<file path="src/rtl/i2cr_pkg.sv">
package i2cr_pkg;

    localparam int RX_BYTES = 4;
    localparam int RX_W     = RX_BYTES * 8;
    localparam int CNT_W    = $clog2(RX_BYTES + 1);
    localparam int IDX_W    = $clog2(RX_BYTES);
    localparam int ADR_W    = 7;

    typedef enum logic [2:0] {
        S_IDLE, S_ADDR, S_AACK, S_DATA, S_DACK, S_HOLD, S_SKIP
    } rx_state_e;

    typedef enum logic [1:0] {
        SEL_WORD = 2'd0,
        SEL_CNT  = 2'd1,
        SEL_STAT = 2'd2,
        SEL_NONE = 2'd3
    } rd_sel_e;

    typedef struct packed {
        logic tmo;
        logic nack;
        logic rdy;
    } status_t;

    typedef struct packed {
        logic start;
        logic stop;
        logic rise;
        logic fall;
    } bus_ev_t;

    function automatic logic [RX_W-1:0] pack_byte(input logic [RX_W-1:0] word,
                                                  input logic [7:0]      data,
                                                  input logic [IDX_W-1:0] idx);
        return word | (RX_W'(data) << {idx, 3'b000});
    endfunction

endpackage

</file>
<file path="src/rtl/i2cr_bus_mon.sv">
module i2cr_bus_mon
    import i2cr_pkg::*;
(
    input  logic    clk,
    input  logic    rst,
    input  logic    scl,
    input  logic    sda,
    output bus_ev_t ev
);
    logic scl_q, sda_q;

    always_ff @(posedge clk) begin
        if (rst) begin
            scl_q <= 1'b1;
            sda_q <= 1'b1;
        end else begin
            scl_q <= scl;
            sda_q <= sda;
        end
    end

    always_comb begin
        ev.start = scl & scl_q &  sda_q & ~sda;
        ev.stop  = scl & scl_q & ~sda_q &  sda;
        ev.rise  = scl & ~scl_q;
        ev.fall  = ~scl & scl_q;
    end

endmodule

</file>
<file path="src/rtl/i2cr_lowtmo.sv">
module i2cr_lowtmo #(
    parameter int TMO_CYC = 3_500_000
) (
    input  logic clk,
    input  logic rst,
    input  logic scl,
    input  logic dis,
    output logic hit
);
    localparam int TW = $clog2(TMO_CYC + 1);
    logic [TW-1:0] cnt;

    always_ff @(posedge clk) begin
        if (rst || scl || dis) begin
            cnt <= '0;
            hit <= 1'b0;
        end else begin
            hit <= 1'b0;
            if (cnt < TW'(TMO_CYC)) cnt <= cnt + 1'b1;
            if (cnt == TW'(TMO_CYC - 1)) hit <= 1'b1;
        end
    end

    p_tmo_quiet_r8: assert property (@(posedge clk) disable iff (rst)
        dis |=> !hit);

endmodule

</file>
<file path="src/rtl/i2cr_rx_core.sv">
module i2cr_rx_core
    import i2cr_pkg::*;
(
    input  logic             clk,
    input  logic             rst,
    input  bus_ev_t          ev,
    input  logic             sda,
    input  logic [ADR_W-1:0] own_addr,
    input  logic [IDX_W-1:0] ack_cnt,
    input  logic             word_rd,
    output logic             rdy_set,
    output logic             nack_set,
    output logic [RX_W-1:0]  snap_word,
    output logic [CNT_W-1:0] snap_cnt,
    output logic             scl_hld,
    output logic             sda_drv
);
    rx_state_e        state;
    logic [7:0]       sreg;
    logic [2:0]       bitcnt;
    logic             byte_done;
    logic             active;
    logic             thr_pend;
    logic [RX_W-1:0]  live_word;
    logic [CNT_W-1:0] live_cnt;
    logic [RX_W-1:0]  placed;
    logic             addr_hit;

    assign placed   = pack_byte(live_word, sreg, live_cnt[IDX_W-1:0]);
    assign addr_hit = (sreg[7:1] == own_addr);

    always_ff @(posedge clk) begin
        if (rst) begin
            state     <= S_IDLE;
            sreg      <= '0;
            bitcnt    <= '0;
            byte_done <= 1'b0;
            active    <= 1'b0;
            thr_pend  <= 1'b0;
            live_word <= '0;
            live_cnt  <= '0;
            snap_word <= '0;
            snap_cnt  <= '0;
            rdy_set   <= 1'b0;
            nack_set  <= 1'b0;
            scl_hld   <= 1'b0;
            sda_drv   <= 1'b0;
        end else begin
            rdy_set  <= 1'b0;
            nack_set <= 1'b0;
            if (ev.start || ev.stop) begin
                // record the pending transfer before restarting the count
                if (active) begin
                    rdy_set   <= 1'b1;
                    snap_word <= live_word;
                    snap_cnt  <= live_cnt;
                end
                live_word <= '0;
                live_cnt  <= '0;
                active    <= 1'b0;
                thr_pend  <= 1'b0;
                byte_done <= 1'b0;
                bitcnt    <= '0;
                sda_drv   <= 1'b0;
                scl_hld   <= 1'b0;
                state     <= ev.start ? S_ADDR : S_IDLE;
            end else begin
                unique case (state)
                    S_ADDR, S_DATA: begin
                        if (ev.rise) begin
                            sreg   <= {sreg[6:0], sda};
                            bitcnt <= bitcnt + 3'd1;
                            if (bitcnt == 3'd7) byte_done <= 1'b1;
                        end else if (ev.fall && byte_done) begin
                            byte_done <= 1'b0;
                            if (state == S_ADDR) begin
                                if (addr_hit && !sreg[0]) begin
                                    sda_drv <= 1'b1;
                                    active  <= 1'b1;
                                    state   <= S_AACK;
                                end else begin
                                    nack_set <= addr_hit;
                                    state    <= S_SKIP;
                                end
                            end else begin
                                sda_drv <= 1'b1;
                                state   <= S_DACK;
                                if (live_cnt == CNT_W'(ack_cnt)) begin
                                    rdy_set   <= 1'b1;
                                    snap_word <= placed;
                                    snap_cnt  <= live_cnt + 1'b1;
                                    live_word <= '0;
                                    live_cnt  <= '0;
                                    thr_pend  <= 1'b1;
                                end else begin
                                    live_word <= placed;
                                    live_cnt  <= live_cnt + 1'b1;
                                end
                            end
                        end
                    end
                    S_AACK, S_DACK: begin
                        if (ev.fall) begin
                            sda_drv <= 1'b0;
                            bitcnt  <= '0;
                            if (thr_pend) begin
                                thr_pend <= 1'b0;
                                scl_hld  <= 1'b1;
                                state    <= S_HOLD;
                            end else begin
                                state <= S_DATA;
                            end
                        end
                    end
                    S_HOLD: begin
                        if (word_rd) begin
                            scl_hld <= 1'b0;
                            state   <= S_DATA;
                        end
                    end
                    default: ;
                endcase
            end
        end
    end

    p_ack_slot_only_r1: assert property (@(posedge clk) disable iff (rst)
        sda_drv |-> (state == S_AACK || state == S_DACK));

    p_release_on_read_r7: assert property (@(posedge clk) disable iff (rst)
        (state == S_HOLD && word_rd) |=> !scl_hld);

    p_hold_kept_r7: assert property (@(posedge clk) disable iff (rst)
        (scl_hld && !word_rd && !ev.start && !ev.stop) |=> scl_hld);

    p_cnt_bounded_r3: assert property (@(posedge clk) disable iff (rst)
        snap_cnt <= CNT_W'(RX_BYTES));

endmodule

</file>
<file path="src/rtl/i2cr_slave_rx.sv">
module i2cr_slave_rx
    import i2cr_pkg::*;
#(
    parameter int TMO_CYC = 3_500_000
) (
    input  logic             clk,
    input  logic             rst,
    input  logic             scl_in,
    input  logic             sda_in,
    input  logic [ADR_W-1:0] own_addr,
    input  logic [IDX_W-1:0] ack_cnt,
    input  logic             tmo_dis,
    input  logic             rd_en,
    input  logic [1:0]       rd_sel,
    output logic [RX_W-1:0]  rd_data,
    output logic             scl_hold,
    output logic             sda_drive
);
    bus_ev_t          ev;
    logic             rdy_set, nack_set, tmo_hit;
    logic [RX_W-1:0]  snap_word;
    logic [CNT_W-1:0] snap_cnt;
    status_t          st_q;
    logic             word_rd, stat_rd;

    assign word_rd = rd_en && (rd_sel == SEL_WORD);
    assign stat_rd = rd_en && (rd_sel == SEL_STAT);

    i2cr_bus_mon u_mon (
        .clk (clk),
        .rst (rst),
        .scl (scl_in),
        .sda (sda_in),
        .ev  (ev)
    );

    i2cr_lowtmo #(.TMO_CYC(TMO_CYC)) u_tmo (
        .clk (clk),
        .rst (rst),
        .scl (scl_in),
        .dis (tmo_dis),
        .hit (tmo_hit)
    );

    i2cr_rx_core u_core (
        .clk       (clk),
        .rst       (rst),
        .ev        (ev),
        .sda       (sda_in),
        .own_addr  (own_addr),
        .ack_cnt   (ack_cnt),
        .word_rd   (word_rd),
        .rdy_set   (rdy_set),
        .nack_set  (nack_set),
        .snap_word (snap_word),
        .snap_cnt  (snap_cnt),
        .scl_hld   (scl_hold),
        .sda_drv   (sda_drive)
    );

    // clear-on-read status; an event in the read cycle survives the clear
    always_ff @(posedge clk) begin
        if (rst) begin
            st_q <= '0;
        end else begin
            st_q <= (stat_rd ? status_t'('0) : st_q)
                  | status_t'({tmo_hit, nack_set, rdy_set});
        end
    end

    always_comb begin
        unique case (rd_sel)
            SEL_WORD: rd_data = snap_word;
            SEL_CNT:  rd_data = RX_W'(snap_cnt);
            SEL_STAT: rd_data = RX_W'(st_q);
            default:  rd_data = '0;
        endcase
        if (!rd_en) rd_data = '0;
    end

    p_status_clear_r6: assert property (@(posedge clk) disable iff (rst)
        (stat_rd && !rdy_set && !nack_set && !tmo_hit) |=> (st_q == '0));

    p_rdy_on_event_r4: assert property (@(posedge clk) disable iff (rst)
        rdy_set |=> st_q.rdy);

endmodule

</file>
<file path="config.mk">
export PLATFORM = sky130hd
export DESIGN_NAME = i2cr_slave_rx
export DESIGN_NICKNAME = d
export VERILOG_FILES = /design/src/rtl/i2cr_pkg.sv /design/src/rtl/i2cr_bus_mon.sv /design/src/rtl/i2cr_lowtmo.sv /design/src/rtl/i2cr_rx_core.sv /design/src/rtl/i2cr_slave_rx.sv
export SDC_FILE = /design/constraint.sdc
export NUM_CORES = 1
export LEC_CHECK = 0
export BUFFER_PORTS_ARGS = -buffer_cell sky130_fd_sc_hd__buf_2
export CORE_ASPECT_RATIO = 1.1
export CORE_MARGIN = 1.5
export CORE_UTILIZATION = 59
export DETAILED_ROUTE_END_ITERATION = 6
export PLACE_DENSITY = 0.82
export SLEW_MARGIN = 20
export SYNTH_ARGS = -nofsm -noshare
export SYNTH_HDL_FRONTEND = slang
export SYNTH_SLANG_ARGS = --single-unit
</file>
<file path="constraint.sdc">
create_clock -name clk -period 2.45 [get_ports clk]
set_input_delay 0.1225 -clock clk [delete_from_list [all_inputs] [get_ports clk]]
set_output_delay 0.1225 -clock clk [all_outputs]
set_load 0.1 [all_outputs]
</file>
Yosys cells after proc, flatten, opt, wreduce, memory -nomap -nowiden
Cells that the tools add are included.
W data, S select, Z words.
- add/sub/neg operators: 3
- order comparisons: 1
- equal/unequal tests: 28
- shift-type cells: 1
- multiplexer cells: 58
- bitwise logic cells: 18
- reductions and logical operators: 30
- operator list (operator ; count):
    $mux W32 ; 9
    $pmux W32 S3 ; 1
    $mux W3 ; 19
    $or A32 B32 Y32 ; 1
    $shl A8 B5 Y32 ; 1
    $mux W1 ; 24
    $add A22 B1 Y22 const B ; 1
    $eq A22 B22 Y1 const B ; 1
    $lt A22 B22 Y1 const B ; 1
    $ne A2 B1 Y1 const B ; 9
    $reduce_and A5 Y1 ; 3
    $reduce_and A6 Y1 ; 2
    $reduce_bool A2 Y1 ; 6
    $eq A3 B3 Y1 const B ; 3
    $ne A3 B1 Y1 const B ; 3
    $not A1 Y1 ; 9
    $pmux W3 S3 ; 1
    $reduce_and A3 Y1 ; 3
    $reduce_and A4 Y1 ; 2
    $and A1 B1 Y1 ; 7
    $eq A7 B7 Y1 ; 1
    $reduce_or A7 Y1 ; 1
    $add A3 B1 Y3 const B ; 2
    $eq A3 B2 Y1 const B ; 2
    other kinds (16) ; 27
- register bits after elaboration: 119
- output and inout port bits: 34

Depth between registers and ports, before layout
Gate-level depths: netlist of run 1.
- word-level depth: 8
- depth in mapped cells: 7

Modules after synthesis
From an unflattened synthesis of run 1, not the netlist that was laid out.
- cells, all modules: 623
- area, all modules: 5459.0 um^2
- by module, submodules not included (module ; times used ; cells each ; area an instance (um^2) ; seq. area each (um^2)):
    i2cr_rx_core ; 1 ; 421 ; 3782.4 ; 1821.7
    i2cr_lowtmo ; 1 ; 138 ; 1166.1 ; 460.4
    i2cr_slave_rx ; 1 ; 56 ; 425.4 ; 60.1
    i2cr_bus_mon ; 1 ; 8 ; 85.1 ; 40.0

Worst setup path after synthesis of run 1
No wires, ideal clock.
- path kind: input-to-output
- start point: in rd_sel[0]
- end point: out rd_data[21]
- arrival time: 1.896 ns
- data required time: 2.328 ns
- path slack: 0.432 ns
- stages on the path: 5
- path through: clkbuf_1 > nor3b_1 > clkbuf_1 > clkbuf_1 > and2_1
- cells in the longest elaborated chain, start to end: 3
- elaborated cells between the ends (all ways): 5
- classes of those cells: eq/ne (2); mux (2); reduce/logical (1)
- RTL lines (item ; RTL line ; source):
    start, declared ; i2cr_slave_rx.sv:14 ; input logic [1:0] rd_sel,
    $eq A2 B2 Y1, or another cell as far along ; i2cr_slave_rx.sv:72 ; unique case (rd_sel)
    $pmux W32 S3 * ; i2cr_slave_rx.sv:72 ;
    $mux W32 * ; i2cr_slave_rx.sv:78 ; if (!rd_en) rd_data = '0;
    end, declared ; i2cr_slave_rx.sv:15 ; output logic [RX_W-1:0] rd_data,
Every way passes the cells marked *; elsewhere a longest branch is shown, timed or not.

Worst setup path after layout of run 1
- start point: reg u_core.state[2]
- end point: reg u_core.live_word[27]
- cells in the longest elaborated chain, start to end: 3
- elaborated cells between the ends (all ways): 5
- classes of those cells: eq/ne (2); bitwise (1); reduce/logical (2)
- RTL lines (item ; RTL line ; source):
    start, declared ; i2cr_rx_core.sv:18 ; rx_state_e state;
    start signal, assigned ; i2cr_rx_core.sv:66 ; state <= ev.start ? S_ADDR : S_IDLE;
    $eq A3 B2 Y1 / $eq A3 B1 Y1 (equally long branches) ; i2cr_rx_core.sv:68, i2cr_rx_core.sv:76 ;
    $reduce_or A2 Y1 / $not A1 Y1 (equally long branches) ; - ;
    $reduce_and A4 Y1 (no line) * ; - ;
    end signal, assigned ; i2cr_rx_core.sv:96 ; live_word <= placed;
    end, declared ; i2cr_rx_core.sv:24 ; logic [RX_W-1:0] live_word;
Marked as above.
A chain may end at the register's enable or synchronous reset.

==> impl_metrics.ini, run 1 <==
[floorplanning]
die_y_um = 104
start_util_pct = 61.3
rows = 36
die-area_mm2 = 0.00986
ios = 51
die-width_um = 94.8
core-area_mm2 = 0.00892

[place]
place.gp.congestion = 0.836
placedCellCount = 769
place_ws_ps = 358
dp_hpwl_um = 7940
portBuffers = 50

[setup_path]
critPathRequiredTime_ps = 2840
critPathCaptureType = flop
worstPathMaxFanout = 35
critical_path_class = reg2reg
worstPathArrival_ps = 2520
setup.worst_path.start_class = flop

[timing]
fmax_ghz = 0.469
drv_slew = 0
max-slew-margin-rel_pct = 51.0
rsz0062_at_grt = false
fin_crit_ps = 2130
layout_setup_ws_ps = 320
setup_violations = 0
worst_pin_slew_ps = 736
tns_ps = 0
fin_crit_sh_pct = 86.9
hold_viol_final = 0
fin_skew_ps = 13.3

[detailed_routing]
vias_per_cell = 5.82
drtAntennaViolNets = 0
vias = 4679
drc_errors = 0
drtIter0Drc = 271
first_pass_iters = 5
wl_um = 12300
post_drt_wl_per_cell_um = 15.3

[cts]
clockBufferDepth = 2
clk_latency_ps = 520
cts_buffers = 17
clock-sinks = 119
htree_num_levels = 4
ctsResizeCount = 0
cts_tree = built
cts-root-buf = clkbuf_8
cts.clk_slew.worst_paths_ps = 60

[run_status]
status = completed

[synthesis]
synthTopCellsByArea = dfxtp_1 44%, a211oi_2 8.0%, a21oi_1 7.4%
ys_ff_latch = 119
synth_area_mm2 = 0.00547
async_flop_share_pct = 0
synth.net_count = 652
synth.top_cell.area_share_pct = 43.6
postSynthAreaPerCell_um2 = 8.67
netlist-cell-type-count = 57
syn_inst = 631
synth_area_leader_cell = dfxtp_1
synthFlopType = dfxtp_1
yosysSeqAreaShare_pct = 43.6
synth_common_cells = 119 x dfxtp_1, 108 x nor2_1, 81 x a21oi_1
yosysWarnings = 0
synth_edf_count = 0
synth.most_common_cell = dfxtp_1

[flow_run]
cap_violations = 0

[power]
pwr_density_cell_mw_per_mm2 = 728
total_power_mw = 4.69
max-vdd-ir-drop_uv = 486
leakage_nw = 2.38

[cells_and_area]
drive_gt1_share_pct = 21.6
syn_to_final_growth_pct = 17.8
final_core_util_pct = 72.2
diodes = 0
instances_no_fill = 804
final_nets = 698

[global_routing]
grt_pass1_wl_um = 20700
antenna_found_initial = 0
grt_max_degree = 71
grt.total_usage_pct = 26.6
grt_pass1_vias = 4408
overflow = 0

[min_path]
min_path_type = in2reg
## worst max-delay path, stage by stage, from the launching register on
cell and delay, ps:
dfxtp_1 420, and4bb_2 430, nand3_4 160, or3_1 420, nand2_1 100, buf_4 340
nor2_1 120
## per-stage QoR
| step | hold slack (ps) | cell area, um^2 |
|---|---|---|
| finish | 34.3 | 6440 |
| global route | 31.6 | 6440 |
| CTS | 12.0 | 6440 |
| detailed placement | 361 | 5780 |
| global placement | 359 | 5780 |
| floorplan | 221 | 5470 |
## report_power, final
group / internal (mW) / switching (mW)
combinational: 0.0404 / 0.0911
clock: 1.68 / 0.938
sequential: 1.94 / 0.00515
total: 3.66 / 1.03
## state kept, by name, summed over array words and instances (netlist names)
name / count
u_core.rdy_set: 1
u_core.byte_done: 1
u_core.live_cnt: 3
u_tmo.hit: 1
u_core.bitcnt: 3
u_core.sda_drv: 1
u_mon.sda_q: 1
u_tmo.cnt: 22
u_core.state: 3
u_core.thr_pend: 1
u_core.nack_set: 1
u_core.sreg: 8
u_mon.scl_q: 1
u_core.snap_cnt: 3
u_core.scl_hld: 1
u_core.live_word: 32
st_q: 3
u_core.active: 1
u_core.snap_word: 32
## cells by family after synthesis
kind of cell	after synthesis	synth area share (%)
simple gates	251	22.0
compound gates	173	23.5
flops	119	43.6
buf+inv	52	4.69
xor+xnor	26	4.16
mux	6	1.10
fa+ha+maj	4	0.915
## final timing paths
path                         from                   end  slack, ps  cells past startpoint
hold / removal             scl_in       u_core.state[0]         30                      3
setup reg to reg  u_core.state[2]  u_core.live_word[27]        320                      6
setup / recovery  u_core.state[2]  u_core.live_word[27]        320                      6
hold reg to reg    u_core.rdy_set               st_q[0]        440                      2
## cell type report
cell class                      instances  area, um^2
Fill cell                             634        2480
Sequential cell                       119        2380
Multi-Input combinational cell        460        2840
Clock inverter                         15         214
Inverter                                9        33.8
Tap cell                              114         143
Clock buffer                           17         414
Timing Repair Buffer                   70         420
## routing by layer
| metal | track usage [%] | part of all wire (%) | wire length, um |
|---|---|---|---|
| met2 | 42.9 | 48 | 5940 |
| met5 | 0 | 0 | 0 |
| met4 | 10.4 | 2.5 | 301 |
| met3 | 7.53 | 4.8 | 591 |
| met1 | 33.2 | 44 | 5450 |
## cell usage in the layout, fill, tap and decap left out, types with 7 or more instances in the layout
cell type	netlist	routed
xor2_1	15	15
nand2_1	45	45
and2_1	33	33
a31oi_1	10	10
a21oi_1	81	81
a211oi_1	7	7
o21ai_0	12	12
dfxtp_1	119	119
nand2b_1	8	8
buf_2	4	50
nor2_1	108	108
nand3_1	13	13
clkbuf_16	0	16
xnor2_1	11	11
inv_1	9	9
buf_4	3	16
a211oi_2	35	35
## what timing repair did
action | 4_1_cts | 5_1_grt
hold buffers | 3 | 0
setup buffers | 0 | 0
hold endpoints to repair | 3 | 0
(Power assumes the default switching activity.)
==> run 2, diff against run 1 <==
ABC_AREA = 1   (was default)
SLEW_MARGIN = default   (was 20)
==> run 2 against run 1 <==
Clock skew is 6.7 ps lower. Die area is 7.7% higher. Wire length is 9.8% higher. Clock power is 16% lower. Combinational power grew to 4.5 times the previous value. Core utilization is 3.8 points lower. Critical path depth is 3 higher. Via count is 20% higher. First-iteration DRC count is 14% higher. Hold slack worse by 2.8 ps. Non-clock buffer count is 3 lower. Critical endpoint is now u_core.snap_word[27].
==> impl_metrics.ini, run 2 <==
[place]
portBuffers = 50
dp_hpwl_um = 9240
place.gp.congestion = 0.911

[cts]
cts_buffers = 17
cts.clk_slew.worst_paths_ps = 50
clockBufferDepth = 2
clock-sinks = 119
clk_latency_ps = 520
htree_num_levels = 4
cts_tree = built
post-cts-setup-buffers = 0
cts-root-buf = clkbuf_8

[synthesis]
synth_common_cells = 167 x nor2_1, 145 x nand2_1, 119 x dfxtp_1
syn_inst = 879
synthTopCellsByArea = dfxtp_1 40%, nor2_1 11%, nand2_1 9.2%
yosysWarnings = 0
postSynthAreaPerCell_um2 = 6.72
synth_area_leader_cell = dfxtp_1
synth_area_mm2 = 0.00590
synthFlopType = dfxtp_1
synth.net_count = 900
synth.most_common_cell = nor2_1
ys_ff_latch = 119
yosysSeqAreaShare_pct = 40.3
synth.top_cell.area_share_pct = 40.3
synth_edf_count = 0
async_flop_share_pct = 0
netlist-cell-type-count = 32

[detailed_routing]
wl_um = 13500
drtIter0Drc = 308
vias_per_cell = 5.34
drc_errors = 0
first_pass_iters = 5
drtAntennaViolNets = 0
post_drt_wl_per_cell_um = 12.8
vias = 5604

[global_routing]
grt_pass1_vias = 5048
grt.total_usage_pct = 26.4
grt_max_degree = 38
antenna_found_initial = 0
grt_pass1_wl_um = 22500
overflow = 0

[cells_and_area]
syn_to_final_growth_pct = 13.6
final_core_util_pct = 68.5
regArea_mm2 = 0.00238
multi_input_area_mm2 = 0.00281
drive_gt1_share_pct = 13.0
final_common_cell = nor2_1
layout_common_cells = 167 x nor2_1, 145 x nand2_1, 119 x dfxtp_1, 111 x inv_1, 69 x a21oi_1
largestRegisters = u_core.live_word (32), u_core.snap_word (32), u_tmo.cnt (22)
fill_cells = 866
final_nets = 942
diodes = 0

[timing]
hold_viol_final = 0
whs_ps = 31.5
setup_violations = 0
fmax_ghz = 0.507
fin_skew_ps = 6.66
max-slew-margin-rel_pct = 55.3
fin_crit_sh_pct = 80.5
rsz0062_at_grt = false
tns_ps = 0
fin_crit_ps = 1970
drv_slew = 0
worst_pin_slew_ps = 669

[setup_path]
r2r_slack_ps = 480
worstPathArrival_ps = 2380
setup.worst_path.start_class = flop
critical_path_class = reg2reg
critPathCaptureType = flop
worstPathMaxFanout = 37
critPathRequiredTime_ps = 2860

[floorplanning]
die-width_um = 98.4
start_util_pct = 60.3
ios = 51
core-area_mm2 = 0.00979
die_y_um = 108
rows = 38
die-area_mm2 = 0.0106

[run_status]
status = completed

[power]
total_power_mw = 4.82
max-vdd-ir-drop_uv = 578
leakage_nw = 2.74
pwr_density_cell_mw_per_mm2 = 718

[min_path]
min_path_type = in2reg

[flow_run]
cap_violations = 0
run 2: cell type report:
cell class                      count  share of cell area, %
Clock buffer                       23                   6.96
Clock inverter                      5                  0.746
Inverter                          121                   6.81
Multi-Input combinational cell    595                   41.9
Sequential cell                   119                   35.5
Tap cell                          120                   2.24
Timing Repair Buffer               67                   5.86
run 2: power breakdown:
part           total [mW]  switching, mW  leakage, nW  internal, mW
sequential           2.03         0.0483        0.960          1.98
clock                2.19          0.797        0.259          1.39
combinational       0.597          0.428         1.52         0.170
run 2: per-layer routing:
metal | routed length, um | vias to the layer above | global-route usage, %
li1 | - | 2873 | -
met1 | 5790 | 2528 | 30.7
met2 | 6500 | 157 | 44.8
met3 | 622 | 46 | 6.17
met4 | 573 | 0 | 14.7
met5 | 0 | - | 0
run 2: cells by family (layout without fill, tap and decap cells):
| group | Yosys count | count (layout) | synth area share (%) |
|---|---|---|---|
| AO/OA/AOI/OAI | 147 | 147 | 13.1 |
| XOR/XNOR | 11 | 11 | 1.63 |
| adder cells (fa/ha/maj) | 4 | 4 | 0.848 |
| buffers and inverters | 165 | 216 | 12.1 |
| flip-flops | 119 | 119 | 40.3 |
| AND/OR/NAND/NOR | 433 | 433 | 32.0 |
run 2: per-stage QoR:
step / cell area [um^2] / setup slack [ps] / instances
5_1_grt: 6710 / 273 / 1050
3_5_place_dp: 6130 / 490 / 1016
6_report: 6710 / 478 / 1050
4_1_cts: 6710 / 467 / 1050
3_3_place_gp: 6130 / 554 / 1016
2_1_floorplan: 5900 / 293 / 879
run 2: repair_timing:
action / CTS / global route
gates resized for setup: 0 / 0
hold endpoints to repair: 18 / 0
hold buffers: 6 / 0
run 2: worst max-delay path, cell delays in order (launching register included):
cell and delay (ps):
dfxtp_1 380, nand2_1 90, inv_2 80, nand2_2 120, nand2_4 310, nand2_2 110
nand2_4 300, inv_4 220, nor2_1 160, nor2_1 60
run 2: path summary, 6_finish.rpt:
check | from | endpoint | cells past startpoint
setup reg to reg | u_mon.scl_q | u_core.snap_word[27] | 9
hold reg to reg | u_tmo.hit | st_q[2] | 2
setup / recovery | u_mon.scl_q | u_core.snap_word[27] | 9
hold / removal | rd_en | st_q[2] | 4
